--- src/rtl/bp_pkg.sv ---
// Shared types for the branch predictor: the direction counter encoding.
package bp_pkg;
    typedef enum logic [1:0] {
        CTR_STRONG_NT = 2'b00,
        CTR_WEAK_NT   = 2'b01,
        CTR_WEAK_T    = 2'b10,
        CTR_STRONG_T  = 2'b11
    } ctr_t;

    // Byte-offset bits that never take part in index or tag
    localparam int ALIGN_BITS = 2;
endpackage

--- src/rtl/bp_ctr_step.sv ---
// Saturating two-bit counter step: one count toward the resolved direction.
// Assumes the caller applies the result only for a hitting entry.
module bp_ctr_step
    import bp_pkg::*;
(
    input  ctr_t cur,
    input  logic taken,
    output ctr_t nxt
);
    // Move one step, holding at both ends
    always_comb begin
        unique case (cur)
            CTR_STRONG_NT: nxt = taken ? CTR_WEAK_NT  : CTR_STRONG_NT;
            CTR_WEAK_NT:   nxt = taken ? CTR_WEAK_T   : CTR_STRONG_NT;
            CTR_WEAK_T:    nxt = taken ? CTR_STRONG_T : CTR_WEAK_NT;
            default:       nxt = taken ? CTR_STRONG_T : CTR_WEAK_T;
        endcase
    end
endmodule

--- src/rtl/bp_lookup.sv ---
// Hit and direction decision for one entry read from the table.
// Assumes the entry fields come from the index of the same address.
module bp_lookup
    import bp_pkg::*;
#(
    parameter int PC_W  = 32,
    parameter int TAG_W = 26
) (
    input  logic [TAG_W-1:0] addr_tag,
    input  logic             ent_valid,
    input  logic [TAG_W-1:0] ent_tag,
    input  ctr_t             ent_ctr,
    input  logic [PC_W-1:0]  ent_tgt,
    output logic             hit,
    output logic             lean_taken,
    output logic [PC_W-1:0]  tgt
);
    // Hit needs a valid entry with a matching tag; the counter MSB is the direction
    always_comb begin
        hit        = ent_valid && (ent_tag == addr_tag);
        lean_taken = hit && ent_ctr[1];
        tgt        = ent_tgt;
    end
endmodule

--- src/rtl/bp_table.sv ---
// Direct-mapped predictor storage with two read ports and one write port.
// A write always leaves the entry valid. Reads see the state before the edge.
module bp_table
    import bp_pkg::*;
#(
    parameter int ENTRIES = 16,
    parameter int PC_W    = 32,
    parameter int TAG_W   = 26,
    localparam int IDX_W  = $clog2(ENTRIES)
) (
    input  logic             clk,
    input  logic             rst_n,
    input  logic [IDX_W-1:0] rd0_idx,
    output logic             rd0_valid,
    output logic [TAG_W-1:0] rd0_tag,
    output ctr_t             rd0_ctr,
    output logic [PC_W-1:0]  rd0_tgt,
    input  logic [IDX_W-1:0] rd1_idx,
    output logic             rd1_valid,
    output logic [TAG_W-1:0] rd1_tag,
    output ctr_t             rd1_ctr,
    output logic [PC_W-1:0]  rd1_tgt,
    input  logic             wr_en,
    input  logic [IDX_W-1:0] wr_idx,
    input  logic [TAG_W-1:0] wr_tag,
    input  ctr_t             wr_ctr,
    input  logic             wr_tgt_en,
    input  logic [PC_W-1:0]  wr_tgt
);
    logic [ENTRIES-1:0] valid_q;
    logic [TAG_W-1:0]   tag_q [ENTRIES];
    ctr_t               ctr_q [ENTRIES];
    logic [PC_W-1:0]    tgt_q [ENTRIES];

    // Reset clears every entry to invalid and strong not-taken; otherwise write one entry
    always_ff @(posedge clk) begin
        if (!rst_n) begin
            valid_q <= '0;
            for (int i = 0; i < ENTRIES; i++) begin
                tag_q[i] <= '0;
                ctr_q[i] <= CTR_STRONG_NT;
                tgt_q[i] <= '0;
            end
        end else if (wr_en) begin
            valid_q[wr_idx] <= 1'b1;
            tag_q[wr_idx]   <= wr_tag;
            ctr_q[wr_idx]   <= wr_ctr;
            if (wr_tgt_en) tgt_q[wr_idx] <= wr_tgt;
        end
    end

    // Combinational read ports
    always_comb begin
        rd0_valid = valid_q[rd0_idx];
        rd0_tag   = tag_q[rd0_idx];
        rd0_ctr   = ctr_q[rd0_idx];
        rd0_tgt   = tgt_q[rd0_idx];
        rd1_valid = valid_q[rd1_idx];
        rd1_tag   = tag_q[rd1_idx];
        rd1_ctr   = ctr_q[rd1_idx];
        rd1_tgt   = tgt_q[rd1_idx];
    end

    // Per-entry checks
    for (genvar g = 0; g < ENTRIES; g++) begin : g_chk
        // a write leaves the entry valid
        a_r3_write_sets_valid: assert property (@(posedge clk) disable iff (!rst_n)
            (wr_en && wr_idx == IDX_W'(g)) |=> valid_q[g]);
        // with no write the entry does not move
        a_r11_entry_holds: assert property (@(posedge clk) disable iff (!rst_n)
            !wr_en |=> ($stable(valid_q[g]) && $stable(ctr_q[g]) && $stable(tgt_q[g])));
    end
endmodule

--- src/rtl/branch_predictor.sv ---
// Fetch-stage two-bit direction predictor with a tagged target cache.
// Fetch lookup is combinational. The update port reports a mispredict in the same
// cycle and trains the table on the next edge. Word-aligned addresses are assumed.
module branch_predictor
    import bp_pkg::*;
#(
    parameter int PC_W    = 32,
    parameter int ENTRIES = 16
) (
    input  logic            clk,
    input  logic            rst_n,
    input  logic [PC_W-1:0] fetch_pc,
    output logic            pred_taken,
    output logic [PC_W-1:0] pred_next_pc,
    input  logic            upd_valid,
    input  logic [PC_W-1:0] upd_pc,
    input  logic            upd_taken,
    input  logic [PC_W-1:0] upd_target,
    output logic            mispredict
);
    localparam int IDX_W = $clog2(ENTRIES);
    localparam int TAG_W = PC_W - IDX_W - ALIGN_BITS;
    localparam int IDX_LO = ALIGN_BITS;
    localparam int TAG_LO = ALIGN_BITS + IDX_W;

    logic [IDX_W-1:0] f_idx, u_idx;
    logic [TAG_W-1:0] f_tag, u_tag;
    logic             f_valid, u_valid;
    logic [TAG_W-1:0] f_etag, u_etag;
    ctr_t             f_ctr, u_ctr, u_ctr_step, wr_ctr;
    logic [PC_W-1:0]  f_etgt, u_etgt, f_tgt, u_tgt;
    logic             f_hit, f_lean, u_hit, u_lean;
    logic             wr_en;

    // Split both addresses into index and tag
    always_comb begin
        f_idx = fetch_pc[TAG_LO-1:IDX_LO];
        f_tag = fetch_pc[PC_W-1:TAG_LO];
        u_idx = upd_pc[TAG_LO-1:IDX_LO];
        u_tag = upd_pc[PC_W-1:TAG_LO];
    end

    bp_table #(.ENTRIES(ENTRIES), .PC_W(PC_W), .TAG_W(TAG_W)) u_table (
        .clk(clk), .rst_n(rst_n),
        .rd0_idx(f_idx), .rd0_valid(f_valid), .rd0_tag(f_etag), .rd0_ctr(f_ctr), .rd0_tgt(f_etgt),
        .rd1_idx(u_idx), .rd1_valid(u_valid), .rd1_tag(u_etag), .rd1_ctr(u_ctr), .rd1_tgt(u_etgt),
        .wr_en(wr_en), .wr_idx(u_idx), .wr_tag(u_tag), .wr_ctr(wr_ctr),
        .wr_tgt_en(upd_taken), .wr_tgt(upd_target)
    );

    bp_lookup #(.PC_W(PC_W), .TAG_W(TAG_W)) u_fetch_look (
        .addr_tag(f_tag), .ent_valid(f_valid), .ent_tag(f_etag), .ent_ctr(f_ctr),
        .ent_tgt(f_etgt), .hit(f_hit), .lean_taken(f_lean), .tgt(f_tgt)
    );

    bp_lookup #(.PC_W(PC_W), .TAG_W(TAG_W)) u_upd_look (
        .addr_tag(u_tag), .ent_valid(u_valid), .ent_tag(u_etag), .ent_ctr(u_ctr),
        .ent_tgt(u_etgt), .hit(u_hit), .lean_taken(u_lean), .tgt(u_tgt)
    );

    bp_ctr_step u_step (.cur(u_ctr), .taken(upd_taken), .nxt(u_ctr_step));

    // Fetch result: cached target on a taken lean, else the sequential address
    always_comb begin
        pred_taken   = f_lean;
        pred_next_pc = f_lean ? f_tgt : (fetch_pc + PC_W'(4));
    end

    // Training: step a hitting entry, allocate at weak taken on a taken miss
    always_comb begin
        wr_en  = upd_valid && (u_hit || upd_taken);
        wr_ctr = u_hit ? u_ctr_step : CTR_WEAK_T;
    end

    // Wrong direction, or taken both ways but to another target
    always_comb begin
        mispredict = upd_valid &&
                     ((u_lean != upd_taken) || (u_lean && upd_taken && (u_tgt != upd_target)));
    end

    // a miss never redirects fetch
    a_r2_miss_sequential: assert property (@(posedge clk) disable iff (!rst_n)
        !f_hit |-> (!pred_taken && pred_next_pc == fetch_pc + PC_W'(4)));
    // a direction disagreement on a hit is always reported
    a_r8_dir_mismatch: assert property (@(posedge clk) disable iff (!rst_n)
        (upd_valid && u_hit && (u_ctr[1] != upd_taken)) |-> mispredict);
    // no report without a valid update
    a_r11_no_report_idle: assert property (@(posedge clk) disable iff (!rst_n)
        !upd_valid |-> !mispredict);
    // one not-taken only weakens a strong-taken entry
    a_r6_hysteresis: assert property (@(posedge clk) disable iff (!rst_n)
        (upd_valid && u_hit && u_ctr == CTR_STRONG_T && !upd_taken) |-> (wr_ctr == CTR_WEAK_T));
    // saturation at the top
    a_r5_saturate_top: assert property (@(posedge clk) disable iff (!rst_n)
        (upd_valid && u_hit && u_ctr == CTR_STRONG_T && upd_taken) |-> (wr_ctr == CTR_STRONG_T));
endmodule

--- config.mk ---
export PLATFORM = sky130hd
export DESIGN_NAME = branch_predictor
export DESIGN_NICKNAME = d
export VERILOG_FILES = /design/src/rtl/bp_pkg.sv /design/src/rtl/bp_ctr_step.sv /design/src/rtl/bp_lookup.sv /design/src/rtl/bp_table.sv /design/src/rtl/branch_predictor.sv
export SDC_FILE = /design/constraint.sdc
export NUM_CORES = 2
export LEC_CHECK = 0
export ABC_CLOCK_PERIOD_IN_PS = 7200
export BUFFER_PORTS_ARGS = -buffer_cell sky130_fd_sc_hd__buf_2
export CORE_ASPECT_RATIO = 1.25
export CORE_MARGIN = 4
export CORE_UTILIZATION = 45
export DETAILED_ROUTE_END_ITERATION = 12
export PLACE_DENSITY_LB_ADDON = 0.25
export SYNTH_ARGS = -nofsm -noshare
export SYNTH_HDL_FRONTEND = slang
export SYNTH_HIERARCHICAL = 1
export SYNTH_SLANG_ARGS = --single-unit
--- constraint.sdc ---
create_clock -name clk -period 7.2 [get_ports clk]
set_input_delay 1.44 -clock clk [delete_from_list [all_inputs] [get_ports clk]]
set_output_delay 1.44 -clock clk [all_outputs]
set_load 0.005 [all_outputs]
==> results.md <==
- finished clean — run status
- 101 — total clock buffers created by CTS
- 3 — H-tree levels
- 149 MHz — Max Clock Freq
- done — TritonCTS clock tree
- 10.7% — area delta synth->final
- 134 — total I/O pin count
- 3 — CTS max path bufs
- 9 — number of antenna violations at the first check in global routing
- 3682 — final layout net count
- 244 mm — global-route wire length before repair
- 131 — port buffer count
- 27.4% — layout cells sized above 1
- 312 um — Die W
- 1140 ps — Slew @ Worst Pin
- 0.0291 mm2 — flip-flop and latch area
- 38.7% — Clk pwr share
- 34000 — total via count after detailed routing
- 0.0202 uW — reported leakage power
- 6 — synth warn
- 0.0518 mm2 — netlist area before placement
- 2 — Cells on Worst Hold Path
- false — RSZ-0062 raised after global routing
- u_table/valid_q[3] — start point of the worst min-delay path
- u_table/tag_q[13][25] — launching point of the worst reg2reg path
- 387 um — Chip Height
- 93.0% — final clock period utilization by the worst path
- 0.846 — Placer Congestion
- 0 — Final Hold Violating Endpoints
- primary output — crit path capture type
- 0.0207 mm2 — area occupied by multi-input gates
- 57.7 ps — setup skew after layout
- 27.9% — overall track demand over capacity in global routing
- 0 ps — accumulated negative setup slack
- 5760 ps — Crit path required time
- 12.3% — combinational share of power
- 0.186 mV — Worst VDD drop
- 3733 — total nets after synthesis
- 0 — Final Slew Violations
- u_table/valid_q[3] — end point of the most critical hold path
- 6700 ps — Min Clock Period, post-route
- in -> out — Crit Path Category
- 10200 uW — Power Internal
- 98.1 mm — HPWL Detailed
- 33.3 um — routed length per placed instance
- 720 ps — source-to-sink clock delay at the later pin of the worst-skew pair
- 0 — overflow left after global routing
- 45.5% — effective utilization at floorplan
- 171 mm — Final Routed Wirelength
- 4391 — first-iteration detailed-routing DRC count
- 48.9% — Reg power frac
- 0 — DRC violations left
- 0 — post-CTS setup-driven buffer insertion count
- 6 — Pre-antenna DRT Iters
- 0 — quantity of hold-fixing buffers added after cts
- sky130_fd_sc_hd__clkbuf_16 — clk root buf
- 3420 uW — switching power summed over all nets
- 6.63 — post-DR vias/cell
- 24.2% — relative slew slack
- 976 — sinks on the clock net
- 9511 — Layout fillers
- 2380 ps — r2r setup slk
- 0.121 mm2 — Total Die Area
- 60 ps — clock-pin slew reported for the worst setup and hold paths after clock tree synthesis
- 138 — row count
- 50.4% — end-of-flow core utilization
- 238 mW/mm2 — pwr/cell area
- input port — CP startpoint kind
- 0 — reported max-cap violation count
- 3631 — Gate Count Post-Synth
- u_table/tgt_q[11][7] — Reg2Reg Capture Point
- 0 — post-cts repair resize count
- 25.1% — net switching share of the total power
- 0 — antenna viol nets, final
- 34600 — vias in the first global route
- 14 — R2R cell count
- 0 — Setup-failing EPs final
- reg -> reg — Hold Path Class
- 48 — crit path max fanout
- 5260 ps — CP arrival
- 14.3 um2 — mean post-synth cell area
- 0.114 mm2 — Core Region
- 91 — pin count of the biggest net entering global routing
## per-stage QoR
| stage | cells | worst slack, ps | instance area, um2 | total power [uW] | hold WS, ps |
|---|---|---|---|---|---|
| after floorplan | 3631 | 166 | 51800 | 7860 | 429 |
| after global placement | 4947 | 626 | 54100 | 8420 | 438 |
| after detailed placement | 4947 | 614 | 54100 | 8450 | 446 |
| after CTS | 5128 | 624 | 57400 | 13700 | 458 |
| after global routing | 5132 | 400 | 57400 | 14000 | 480 |
| final | 5134 | 502 | 57400 | 13600 | 459 |
## worst max-delay path by stage
stage | start | endpoint | slack, ps | cells past startpoint
after detailed placement | upd_pc[2] | u_table/tgt_q[11][3] | 610 | 16
after floorplan | upd_pc[2] | u_table/tgt_q[8][0] | 170 | 16
final | upd_pc[2] | mispredict | 500 | 13
after global routing | upd_pc[2] | mispredict | 400 | 13
after CTS | upd_pc[2] | mispredict | 620 | 13
after global placement | upd_pc[2] | u_table/tgt_q[11][3] | 630 | 16
## cell type report
type                            count  area share [%]
Antenna cell                        6          0.0262
Clock buffer                      115            4.53
Clock inverter                     66            1.16
Inverter                            9          0.0589
Multi-Input combinational cell   2200            36.1
Sequential cell                   976            50.8
Tap cell                         1470            3.21
Timing Repair Buffer              292            4.13
## critical path, stage by stage
cell and delay (ps):
sky130_fd_sc_hd__buf_8 490, sky130_fd_sc_hd__buf_12 380, sky130_fd_sc_hd__mux4_2 550, sky130_fd_sc_hd__a22oi_1 190, sky130_fd_sc_hd__nand2_1 100, sky130_fd_sc_hd__xnor2_1 270
sky130_fd_sc_hd__nand4_1 200, sky130_fd_sc_hd__nor4_2 300, sky130_fd_sc_hd__and4_1 400, sky130_fd_sc_hd__ha_1 200, sky130_fd_sc_hd__o21ai_0 80, sky130_fd_sc_hd__a21oi_1 390
sky130_fd_sc_hd__buf_2 200
## power by group through the flow
stage / sequential [uW] / clock [uW] / combinational, uW
2_1_floorplan: 6740 / 0 / 1120
3_3_place_gp: 6760 / 0 / 1660
3_5_place_dp: 6780 / 0 / 1670
4_1_cts: 6660 / 5330 / 1670
5_1_grt: 6700 / 5580 / 1750
6_report: 6670 / 5280 / 1680
## cells in the final DEF, fill, tap and decap left out, types with 10 or more instances in the layout
cell / instances
sky130_fd_sc_hd__mux4_2: 484
sky130_fd_sc_hd__xor2_1: 50
sky130_fd_sc_hd__o21ai_1: 20
sky130_fd_sc_hd__a22oi_1: 242
sky130_fd_sc_hd__clkinv_2: 19
sky130_fd_sc_hd__bufinv_16: 11
sky130_fd_sc_hd__nor2_1: 522
sky130_fd_sc_hd__buf_2: 127
sky130_fd_sc_hd__and3_1: 342
sky130_fd_sc_hd__and2_1: 113
sky130_fd_sc_hd__clkbuf_1: 13
sky130_fd_sc_hd__edfxtp_1: 960
sky130_fd_sc_hd__nand4_1: 17
sky130_fd_sc_hd__nand2_1: 222
sky130_fd_sc_hd__buf_4: 124
sky130_fd_sc_hd__clkbuf_16: 102
sky130_fd_sc_hd__nand2_2: 28
sky130_fd_sc_hd__nand3_1: 10
sky130_fd_sc_hd__dfxtp_1: 16
sky130_fd_sc_hd__xnor2_1: 62
sky130_fd_sc_hd__clkinv_1: 25
sky130_fd_sc_hd__buf_12: 37
sky130_fd_sc_hd__o21ai_4: 16
## routing by layer
metal | vias up | global-route usage [%] | share of wire (%) | wire (um)
li1 | 13900 | - | - | -
met1 | 17600 | 35.2 | 35 | 60200
met2 | 2128 | 46.6 | 49 | 84100
met3 | 470 | 5.60 | 10 | 17600
met4 | 2 | 12.9 | 5.3 | 9070
met5 | - | 0 | 0.0064 | 11
## sequential cells by signal (all words and copies together) (netlist names)
name	count
u_table/ctr_q	32
u_table/tag_q	416
u_table/tgt_q	512
u_table/valid_q	16
Power figures use the tool's default switching activity.
